==> src/rtl/maf_pkg.sv <==
package maf_pkg;
  localparam int ID_W = 11;

  typedef struct packed {
    logic            en;
    logic            rtr;
    logic            ie;
    logic [ID_W-1:0] id;
  } obj_entry_t;
endpackage

==> src/rtl/maf_cam.sv <==
module maf_cam
  import maf_pkg::*;
#(
  parameter int N_OBJ = 16,
  localparam int IDX_W = $clog2(N_OBJ)
) (
  input  logic             clk,
  input  logic             rst_n,
  input  logic             cfg_we,
  input  logic [IDX_W-1:0] cfg_obj,
  input  obj_entry_t       cfg_entry,
  input  logic [ID_W-1:0]  q_id,
  input  logic             q_rtr,
  output logic             hit,
  output logic [IDX_W-1:0] hit_idx,
  output logic [N_OBJ-1:0] ie_vec
);
  obj_entry_t       table_q [N_OBJ];
  logic [N_OBJ-1:0] match;

  for (genvar g = 0; g < N_OBJ; g++) begin : g_obj
    always_ff @(posedge clk or negedge rst_n) begin
      if (!rst_n) table_q[g] <= '0;
      else if (cfg_we && cfg_obj == IDX_W'(g)) table_q[g] <= cfg_entry;
    end
    assign match[g]  = table_q[g].en && (table_q[g].id == q_id) && (table_q[g].rtr == q_rtr);
    assign ie_vec[g] = table_q[g].ie;
  end

  // Lowest-numbered match wins
  always_comb begin
    hit     = 1'b0;
    hit_idx = '0;
    for (int i = N_OBJ - 1; i >= 0; i--) begin
      if (match[i]) begin
        hit     = 1'b1;
        hit_idx = IDX_W'(i);
      end
    end
  end

  a_r2_hit_is_match: assert property (@(posedge clk) disable iff (!rst_n)
    hit |-> match[hit_idx]);
  a_r6_lowest_wins: assert property (@(posedge clk) disable iff (!rst_n)
    hit |-> ((match & ((N_OBJ'(1) << hit_idx) - N_OBJ'(1))) == '0));
endmodule

==> src/rtl/maf_store.sv <==
module maf_store #(
  parameter int N_OBJ = 16,
  parameter int MAX_BYTES = 8,
  localparam int IDX_W = $clog2(N_OBJ),
  localparam int LEN_W = $clog2(MAX_BYTES + 1),
  localparam int DATA_W = 8 * MAX_BYTES
) (
  input  logic              clk,
  input  logic              rst_n,
  input  logic              wr_en,
  input  logic [IDX_W-1:0]  wr_obj,
  input  logic [LEN_W-1:0]  wr_len,
  input  logic [DATA_W-1:0] wr_data,
  input  logic              clr_en,
  input  logic [N_OBJ-1:0]  clr_mask,
  input  logic [IDX_W-1:0]  rd_obj,
  output logic [LEN_W-1:0]  rd_len,
  output logic [DATA_W-1:0] rd_data,
  output logic [N_OBJ-1:0]  rdy
);
  logic [LEN_W-1:0]  len_q  [N_OBJ];
  logic [DATA_W-1:0] data_q [N_OBJ];
  logic [LEN_W-1:0]  len_eff;
  logic [DATA_W-1:0] data_msk;
  logic [N_OBJ-1:0]  set_vec, clr_vec;

  assign len_eff = (wr_len > LEN_W'(MAX_BYTES)) ? LEN_W'(MAX_BYTES) : wr_len;

  for (genvar b = 0; b < MAX_BYTES; b++) begin : g_byte
    assign data_msk[8*b +: 8] = (LEN_W'(b) < len_eff) ? wr_data[8*b +: 8] : 8'h00;
  end

  for (genvar g = 0; g < N_OBJ; g++) begin : g_buf
    always_ff @(posedge clk or negedge rst_n) begin
      if (!rst_n) begin
        len_q[g]  <= '0;
        data_q[g] <= '0;
      end else if (wr_en && wr_obj == IDX_W'(g)) begin
        len_q[g]  <= len_eff;
        data_q[g] <= data_msk;
      end
    end
  end

  assign set_vec = wr_en ? (N_OBJ'(1) << wr_obj) : '0;
  assign clr_vec = clr_en ? clr_mask : '0;

  always_ff @(posedge clk or negedge rst_n) begin
    if (!rst_n) rdy <= '0;
    else        rdy <= (rdy & ~clr_vec) | set_vec;
  end

  assign rd_len  = len_q[rd_obj];
  assign rd_data = data_q[rd_obj];

  a_r3_flag_set: assert property (@(posedge clk) disable iff (!rst_n)
    wr_en |=> rdy[$past(wr_obj)]);
  a_r9_clear_takes: assert property (@(posedge clk) disable iff (!rst_n)
    (clr_en && !wr_en) |=> ((rdy & $past(clr_mask)) == '0));
  a_r5_flags_quiet: assert property (@(posedge clk) disable iff (!rst_n)
    (!wr_en && !clr_en) |=> $stable(rdy));
endmodule

==> src/rtl/msg_accept_filter.sv <==
module msg_accept_filter
  import maf_pkg::*;
#(
  parameter int N_OBJ = 16,
  parameter int MAX_BYTES = 8,
  localparam int IDX_W = $clog2(N_OBJ),
  localparam int LEN_W = $clog2(MAX_BYTES + 1),
  localparam int DATA_W = 8 * MAX_BYTES
) (
  input  logic              clk,
  input  logic              rst_n,
  input  logic              cfg_we,
  input  logic [IDX_W-1:0]  cfg_obj,
  input  logic [ID_W-1:0]   cfg_id,
  input  logic              cfg_rtr,
  input  logic              cfg_en,
  input  logic              cfg_ie,
  input  logic              clr_en,
  input  logic [N_OBJ-1:0]  clr_mask,
  input  logic              in_valid,
  output logic              in_ready,
  input  logic [ID_W-1:0]   in_id,
  input  logic              in_rtr,
  input  logic [LEN_W-1:0]  in_len,
  input  logic [DATA_W-1:0] in_data,
  output logic              rply_valid,
  input  logic              rply_ready,
  output logic [IDX_W-1:0]  rply_obj,
  output logic [N_OBJ-1:0]  rdy_flags,
  output logic              irq,
  input  logic [IDX_W-1:0]  rd_obj,
  output logic [LEN_W-1:0]  rd_len,
  output logic [DATA_W-1:0] rd_data
);
  obj_entry_t       cfg_entry;
  logic             hit;
  logic [IDX_W-1:0] hit_idx;
  logic [N_OBJ-1:0] ie_vec;
  logic             accept, collide, take, store_en;

  assign cfg_entry = '{en: cfg_en, rtr: cfg_rtr, ie: cfg_ie, id: cfg_id};

  maf_cam #(.N_OBJ(N_OBJ)) u_cam (
    .clk(clk), .rst_n(rst_n),
    .cfg_we(cfg_we), .cfg_obj(cfg_obj), .cfg_entry(cfg_entry),
    .q_id(in_id), .q_rtr(in_rtr),
    .hit(hit), .hit_idx(hit_idx), .ie_vec(ie_vec)
  );

  assign in_ready = !rply_valid;
  assign accept   = in_valid && in_ready;
  assign collide  = cfg_we && (cfg_obj == hit_idx);
  assign take     = accept && hit && !collide;
  assign store_en = take && !in_rtr;

  maf_store #(.N_OBJ(N_OBJ), .MAX_BYTES(MAX_BYTES)) u_store (
    .clk(clk), .rst_n(rst_n),
    .wr_en(store_en), .wr_obj(hit_idx), .wr_len(in_len), .wr_data(in_data),
    .clr_en(clr_en), .clr_mask(clr_mask),
    .rd_obj(rd_obj), .rd_len(rd_len), .rd_data(rd_data),
    .rdy(rdy_flags)
  );

  always_ff @(posedge clk or negedge rst_n) begin
    if (!rst_n) begin
      rply_valid <= 1'b0;
      rply_obj   <= '0;
    end else if (take && in_rtr) begin
      rply_valid <= 1'b1;
      rply_obj   <= hit_idx;
    end else if (rply_valid && rply_ready) begin
      rply_valid <= 1'b0;
    end
  end

  assign irq = |(rdy_flags & ie_vec);

  a_r8_reply_hold: assert property (@(posedge clk) disable iff (!rst_n)
    (rply_valid && !rply_ready) |=> (rply_valid && $stable(rply_obj)));
  a_r7_remote_no_flag: assert property (@(posedge clk) disable iff (!rst_n)
    (accept && in_rtr && !clr_en) |=> $stable(rdy_flags));
  a_r10_collide_drop: assert property (@(posedge clk) disable iff (!rst_n)
    (accept && collide && !in_rtr && !clr_en) |=> $stable(rdy_flags));
endmodule

==> config.mk <==
export PLATFORM = sky130hd
export DESIGN_NAME = msg_accept_filter
export DESIGN_NICKNAME = d
export VERILOG_FILES = /design/src/rtl/maf_pkg.sv /design/src/rtl/maf_cam.sv /design/src/rtl/maf_store.sv /design/src/rtl/msg_accept_filter.sv
export SDC_FILE = /design/constraint.sdc
export NUM_CORES = 2
export LEC_CHECK = 0
export BUFFER_PORTS_ARGS = -buffer_cell sky130_fd_sc_hd__buf_2
export CORE_MARGIN = 2
export CORE_UTILIZATION = 61
export CTS_BUF_LIST = sky130_fd_sc_hd__clkbuf_8 sky130_fd_sc_hd__clkbuf_16
export DETAILED_ROUTE_END_ITERATION = 16
export PLACE_DENSITY = 0.83
export SYNTH_ARGS = -nofsm -noshare
export SYNTH_HDL_FRONTEND = slang
export SYNTH_SLANG_ARGS = --single-unit
==> constraint.sdc <==
create_clock -name clk -period 4.51 [get_ports clk]
set_input_delay 0.6765 -clock clk [delete_from_list [all_inputs] [get_ports clk]]
set_output_delay 0.6765 -clock clk [all_outputs]
set_load 0.005 [all_outputs]
* Word level (Yosys, flattened, before mapping)
Index checks and enable logic that the tools add are counted.
Widths: inputs -> output; s select.
** Storage, ports and cells
- Register bits after elaboration :: 1333
- Input port bits :: 124
- Output and inout bits :: 91
- Logic and storage cells :: 307
** Operators by class
- Magnitude comparators :: 10
- Equality and inequality tests :: 63
- Shift operators :: 1
- Mux-type cells :: 51
- Bitwise operators :: 5
- Reduce and logical (&&, ||, !) cells :: 78
** Operators with widths (count)
- $bmux 64 s4 :: 1
- $eq 11x11->1 :: 16
- $mux 64 :: 2
- $mux 4 :: 19
- $logic_and 1x1->1 :: 71
- $eq 4x4->1 const B :: 16
- $mux 8 :: 8
- $and 16x16->16 :: 2
- $eq 4x3->1 const B :: 8
- $mux 16 :: 2
- $mux 1 :: 18
- $bmux 4 s4 :: 1
- $eq 1x1->1 :: 16
- $eq 4x2->1 const B :: 4
- $lt 3x4->1 const A :: 4
- $not 16->16 :: 1
- $or 16x16->16 :: 1
- $reduce_or 16->1 :: 1
- $shl 1x4->16 const A :: 1
- $eq 4x1->1 const B :: 2
- $logic_not 4->1 :: 2
- $lt 1x4->1 const A :: 2
- $lt 2x4->1 const A :: 2
- $ge 5x5->1 const B :: 1
- other kinds (5) :: 7

* Longest topological paths before layout
- Depth after elaboration :: 26
- Gate-level depth with buffers :: 15
- Gate-level depth less buffers :: 9

* By module
Synthesis repeated with hierarchy kept, for this count alone.
** Unflattened totals
- Cells, all modules :: 3996
- Area total of the unflattened synthesis :: 61033.5 um^2
** Modules (own cells, without submodules)
- maf_store :: instances 1, cells an instance 3088, area each 49297.3 um^2, sequential area each 27626.5 um^2
- maf_cam :: instances 1, cells an instance 850, area each 11252.0 um^2, sequential area each 5605.4 um^2
- msg_accept_filter :: instances 1, cells an instance 58, area each 484.2 um^2, sequential area each 125.1 um^2

* Worst setup path after synthesis
OpenSTA, ideal clock, no wires.
- Kind :: input to register
- Start :: in in_id[5]
- End :: reg u_store.data_q[63] (netlist bit)
- Library setup time :: 128 ps
- Arrival :: 3857 ps
- Data required time :: 4382 ps
- Setup slack :: 526 ps
- Stages on the path :: 15
- Path buffers :: 6
- Cell sequence :: buf_4 buf_4 xnor2_1 nand4_1 or4_1 clkbuf_1 nand4_1 a211oi_2 mux2i_1 and3_1 buf_2 a2111oi_4 buf_6 buf_8 mux2_1
** On the way
- Cells in the longest elaborated chain, start to end :: 25
- Elaborated cells on any way between the ends :: 88
- Those cells by class :: eq/ne (18); mux (32); reduce/logical (38)
** RTL lines
- from (decl) :: RTL line msg_accept_filter.sv:22 : input logic [ID_W-1:0] in_id,
- $eq 11x11->1 :: RTL line maf_cam.sv:26 : assign match[g] = table_q[g].en && (table_q[g].id == q_id) && (table_q[g].rtr == q_rtr);
- $logic_and 1x1->1 (2 in series) :: RTL line maf_cam.sv:26
- $mux 4 (16 in series) :: RTL line maf_cam.sv:35 : if (match[i]) begin
- $eq 4x4->1 :: RTL line msg_accept_filter.sv:52 : assign collide = cfg_we && (cfg_obj == hit_idx);
- $logic_and 1x1->1 :: RTL line msg_accept_filter.sv:52
- $logic_not 1->1 :: RTL line msg_accept_filter.sv:53 : assign take = accept && hit && !collide;
- $logic_and 1x1->1 :: RTL line msg_accept_filter.sv:53
- $logic_and 1x1->1 :: RTL line msg_accept_filter.sv:54 : assign store_en = take && !in_rtr;
- $logic_and 1x1->1 * :: RTL line maf_store.sv:38 : end else if (wr_en && wr_obj == IDX_W'(g)) begin
- to (signal, indexed assignment) :: RTL line maf_store.sv:40 : data_q[g] <= data_msk;
- to (decl) :: RTL line maf_store.sv:22 : logic [DATA_W-1:0] data_q [N_OBJ];
Every way passes the cells marked *; elsewhere a longest branch is shown, timed or not.
A chain may end at the register's enable or synchronous reset.

* Worst setup path in the final report
- Start :: reg u_cam.table_q[10] (netlist bit)
- End :: reg u_store.data_q[540] (netlist bit)
** On the way
- Cells in the longest elaborated chain, start to end :: 25
- Elaborated cells on any way between the ends :: 43
- Those cells by class :: eq/ne (3); mux (32); reduce/logical (8)
** RTL lines
- from (decl) :: RTL line maf_cam.sv:18 : obj_entry_t table_q [N_OBJ];
- from (signal, indexed assignment) :: RTL line maf_cam.sv:24 : else if (cfg_we && cfg_obj == IDX_W'(g)) table_q[g] <= cfg_entry;
- $eq 11x11->1 * :: RTL line maf_cam.sv:26
- $logic_and 1x1->1 * (2 in series) :: RTL line maf_cam.sv:26
- $mux 4 (16 in series) :: RTL line maf_cam.sv:35
- $eq 4x4->1 :: RTL line msg_accept_filter.sv:52
- $logic_and 1x1->1 :: RTL line msg_accept_filter.sv:52
- $logic_not 1->1 :: RTL line msg_accept_filter.sv:53
- $logic_and 1x1->1 :: RTL line msg_accept_filter.sv:53
- $logic_and 1x1->1 :: RTL line msg_accept_filter.sv:54
- $logic_and 1x1->1 * :: RTL line maf_store.sv:38
Marks and branches as above.

==> out/metrics.yaml <==
timing:
  setup_repair_after_global_routing_missed_its_margin: "false"
  skew_ns: 0.0398
  clock.fmax_mhz: 249
  finalMaxSlewViolations: 0
  worstMarginPinSlew_ns: 1.27
  final.period_utilization_pct: 89.2
  timing.max_slew.rel_slack_pct: 15.1
  timing.final.hold_violations: 0
  setup_slack_ns: 0.487
  setup_violations: 0
  layout_min_cycle_time_ns: 4.02
synth:
  synthMuxAreaShare_pct: 36.6
  synthMostInstantiatedCell: "sky130_fd_sc_hd__dfrtp_1"
  post_synth_xor_area_fraction_pct: 2.74
  netlist_top_cells_count: "sky130_fd_sc_hd__dfrtp_1 (1,333), sky130_fd_sc_hd__mux2_2 (1,219), sky130_fd_sc_hd__mux4_2 (340)"
  postSynthNetCount: 3973
  largest_cells_by_area_after_synthesis: "sky130_fd_sc_hd__dfrtp_1 (54%), sky130_fd_sc_hd__mux2_2 (22%), sky130_fd_sc_hd__mux4_2 (12%)"
  yosys.area.top_type_share_pct: 54.3
  synth-edff-count: 0
  synth.largest_area_cell: "sky130_fd_sc_hd__dfrtp_1"
  postSynthAreaPerCell_um2: 15.9
  unique_cell_type_count_in_the_yosys_netlist: 57
  synthesis.instances: 3849
  adder_and_majority_gate_portion_of_the_synthesized_area_pct: 0
  synth-simple-area-share_pct: 2.46
  asyncSetResetFlopFracSynth_pct: 100
  compound_gate_portion_of_the_synthesized_area_pct: 1.09
  synth-seq-area-share_pct: 54.3
  synth-main-ff-cell: "sky130_fd_sc_hd__dfrtp_1"
  synth_warnings: 0
  synth_seq_cells: 1333
  dominant_combinational_cell_family_by_area_after_synthesis: "multiplexers"
  netlist_area_um2: 61400
placed_design:
  dp_hpwl_um: 94800
  placed_cells: 5280
  detailedPlace.worstSlack_ns: -0.0863
  gp_routability_congestion: 0.859
  port_buffers: 214
detailed_routing:
  wirelength_um: 151000
  routed_via_density: 6.46
  post_drt_wl_per_cell_um: 27.3
  drcViolationCount: 0
  drt-initial-drc-count: 2660
  first_pass_iters: 5
  via_count: 35716
  detail-route-antenna-nets: 0
global_routing:
  all_layer_global_routing_usage_pct: 30.2
  grt_pass1_vias: 38441
  initial_antenna_violation_count: 9
  grt_pass1_wl_um: 236000
  grt_remaining_overflow: 0
  grt_start_max_net_pins: 156
floorplan:
  die_height_um: 321
  die_width_um: 321
  die_area_um2: 103000
  boundaryPins: 215
  initial_core_util_pct: 61.5
  core_footprint_um2: 99900
  num_rows: 116
final_layout:
  flow.area_growth_from_synthesis_pct: 15.0
  multi_input_combinational_cell_area_um2: 26500
  final_layout_size_suffix_gt1_share_pct: 53.4
  utilization_pct: 70.7
  finalNonFillerCells: 5531
  fill_cells: 6247
  nets_final: 4247
  layout.area.seq_um2: 33400
pwr:
  p_total_w: 0.0264
  power_density_nw_per_um2: 374
  max-vdd-ir-drop_mv: 0.351
  p_leak_nw: 34.1
setup_path:
  critPathCaptureType: "flop"
  cp.arrival_ns: 4.64
  timing.critical_path.required_ns: 5.13
  path_max_fanout: 15
  start_kind: "flop"
  critical_path_class: "reg2reg"
status:
  outcome: "completed"
clock_network:
  clkTransAtPathRegs_ns: 0.06
  total_clock_buffers_created_by_cts: 138
  clock_insertion_delay_worst_skew_ns: 0.76
  cts_htree_levels: 4
  cts_max_path_buffers: 3
  tritoncts: "done"
  clock_root_buffer_master: "sky130_fd_sc_hd__clkbuf_16"
  numClockSinks: 1333
hold_path:
  worst_hold_path_type: "in2reg"
run:
  maxcap_viol_count: 0
==> placed cells by master (no fill, tap or decap), types with 17 or more instances in the layout <==
cell type | netlist | final
sky130_fd_sc_hd__nand3_1 | 23 | 23
sky130_fd_sc_hd__mux2_1 | 95 | 95
sky130_fd_sc_hd__nor2b_1 | 45 | 45
sky130_fd_sc_hd__buf_2 | 67 | 209
sky130_fd_sc_hd__dfrtp_1 | 1333 | 1333
sky130_fd_sc_hd__and2_0 | 24 | 24
sky130_fd_sc_hd__xnor2_1 | 192 | 192
sky130_fd_sc_hd__nand2_1 | 63 | 63
sky130_fd_sc_hd__clkinv_2 | 0 | 17
sky130_fd_sc_hd__mux2_2 | 1219 | 1219
sky130_fd_sc_hd__inv_1 | 4 | 38
sky130_fd_sc_hd__clkbuf_8 | 0 | 32
sky130_fd_sc_hd__buf_4 | 57 | 124
sky130_fd_sc_hd__clkbuf_16 | 0 | 143
sky130_fd_sc_hd__nor2_1 | 22 | 22
sky130_fd_sc_hd__buf_12 | 0 | 122
sky130_fd_sc_hd__mux4_2 | 340 | 340
sky130_fd_sc_hd__nand4_1 | 35 | 35
==> state kept, by name, summed over array words and instances (netlist names) <==
| name | cells |
|---|---|
| rply_valid | 1 |
| u_store.len_q | 64 |
| u_cam.table_q | 208 |
| u_store.data_q | 1024 |
| rply_obj | 4 |
| u_cam.ie_vec | 16 |
| u_store.rdy | 16 |
==> through the flow <==
stage                     instance area (µm²)  hold WS, ns  setup TNS, ns
after floorplan                         61400        0.381              0
after global placement                  65900        0.464          -1.80
after detailed placement                65900        0.475          -9.29
after CTS                               70600       0.0925              0
after global routing                    70600        0.131              0
final                                   70600        0.118              0
==> layer usage <==
| metal | routed length (µm) | share of wire [%] | track usage (%) |
|---|---|---|---|
| met2 | 75100 | 50 | 49.2 |
| met3 | 8840 | 5.8 | 4.93 |
| met1 | 62100 | 41 | 41.7 |
| met4 | 5050 | 3.3 | 10.5 |
| met5 | 72 | 0.048 | 0 |
==> power breakdown <==
part | internal, W | switching, W
Combinational | 0.000972 | 0.00113
Sequential | 0.0124 | 0.000332
Clock | 0.00672 | 0.00482
==> layout make-up <==
cell class,instances,area share (%)
clock inverter,72,0.893
clock buffer,175,5.69
timing repair buffer,459,6.33
sequential,1333,47.2
antenna,3,0.0106
tap,1298,2.30
multi-input combinational,2187,37.5
inverter,4,0.0213
==> cell families (layout without fill, tap and decap cells) <==
family                    after synthesis  in the layout
muxes                                1657           1657
DFF                                  1333           1333
buffers and inverters                 329            710
and+or+nand+nor                       271            271
xor gates and xnor gates              192            192
AOI/OAI and AO/OA                      67             67
other                                   0              3
==> final timing paths <==
check	from	end	slack, ns	depth (start not counted)
setup / recovery	u_cam.table_q[10]	u_store.data_q[540]	0.49	11
hold / removal	rply_ready	rply_valid	0.12	2
setup reg to reg	u_cam.table_q[10]	u_store.data_q[540]	0.49	11
hold reg to reg	u_store.data_q[286]	u_store.data_q[286]	0.48	1
max in group asynchronous	rst_n	u_store.data_q[447]	2.74	3
min in group asynchronous	rst_n	u_store.data_q[941]	0.50	2
==> critical path: stages (launching register included) <==
cell and delay (ns):
sky130_fd_sc_hd__dfrtp_1 0.39, sky130_fd_sc_hd__xnor2_1 0.21, sky130_fd_sc_hd__nand4_1 0.12, sky130_fd_sc_hd__or4_1 0.63, sky130_fd_sc_hd__a211oi_1 0.54, sky130_fd_sc_hd__o211a_1 0.28
sky130_fd_sc_hd__o21a_1 0.14, sky130_fd_sc_hd__nand2_1 0.24, sky130_fd_sc_hd__a2111oi_4 0.50, sky130_fd_sc_hd__buf_12 0.28, sky130_fd_sc_hd__buf_4 0.20, sky130_fd_sc_hd__mux2_1 0.34
==> timing repair <==
action	CTS	global route
setup buffers	0	0
hold endpoints to repair	66	0
hold buffers	1	0
resized for setup	0	0
Power figures use the tool's default switching activity.
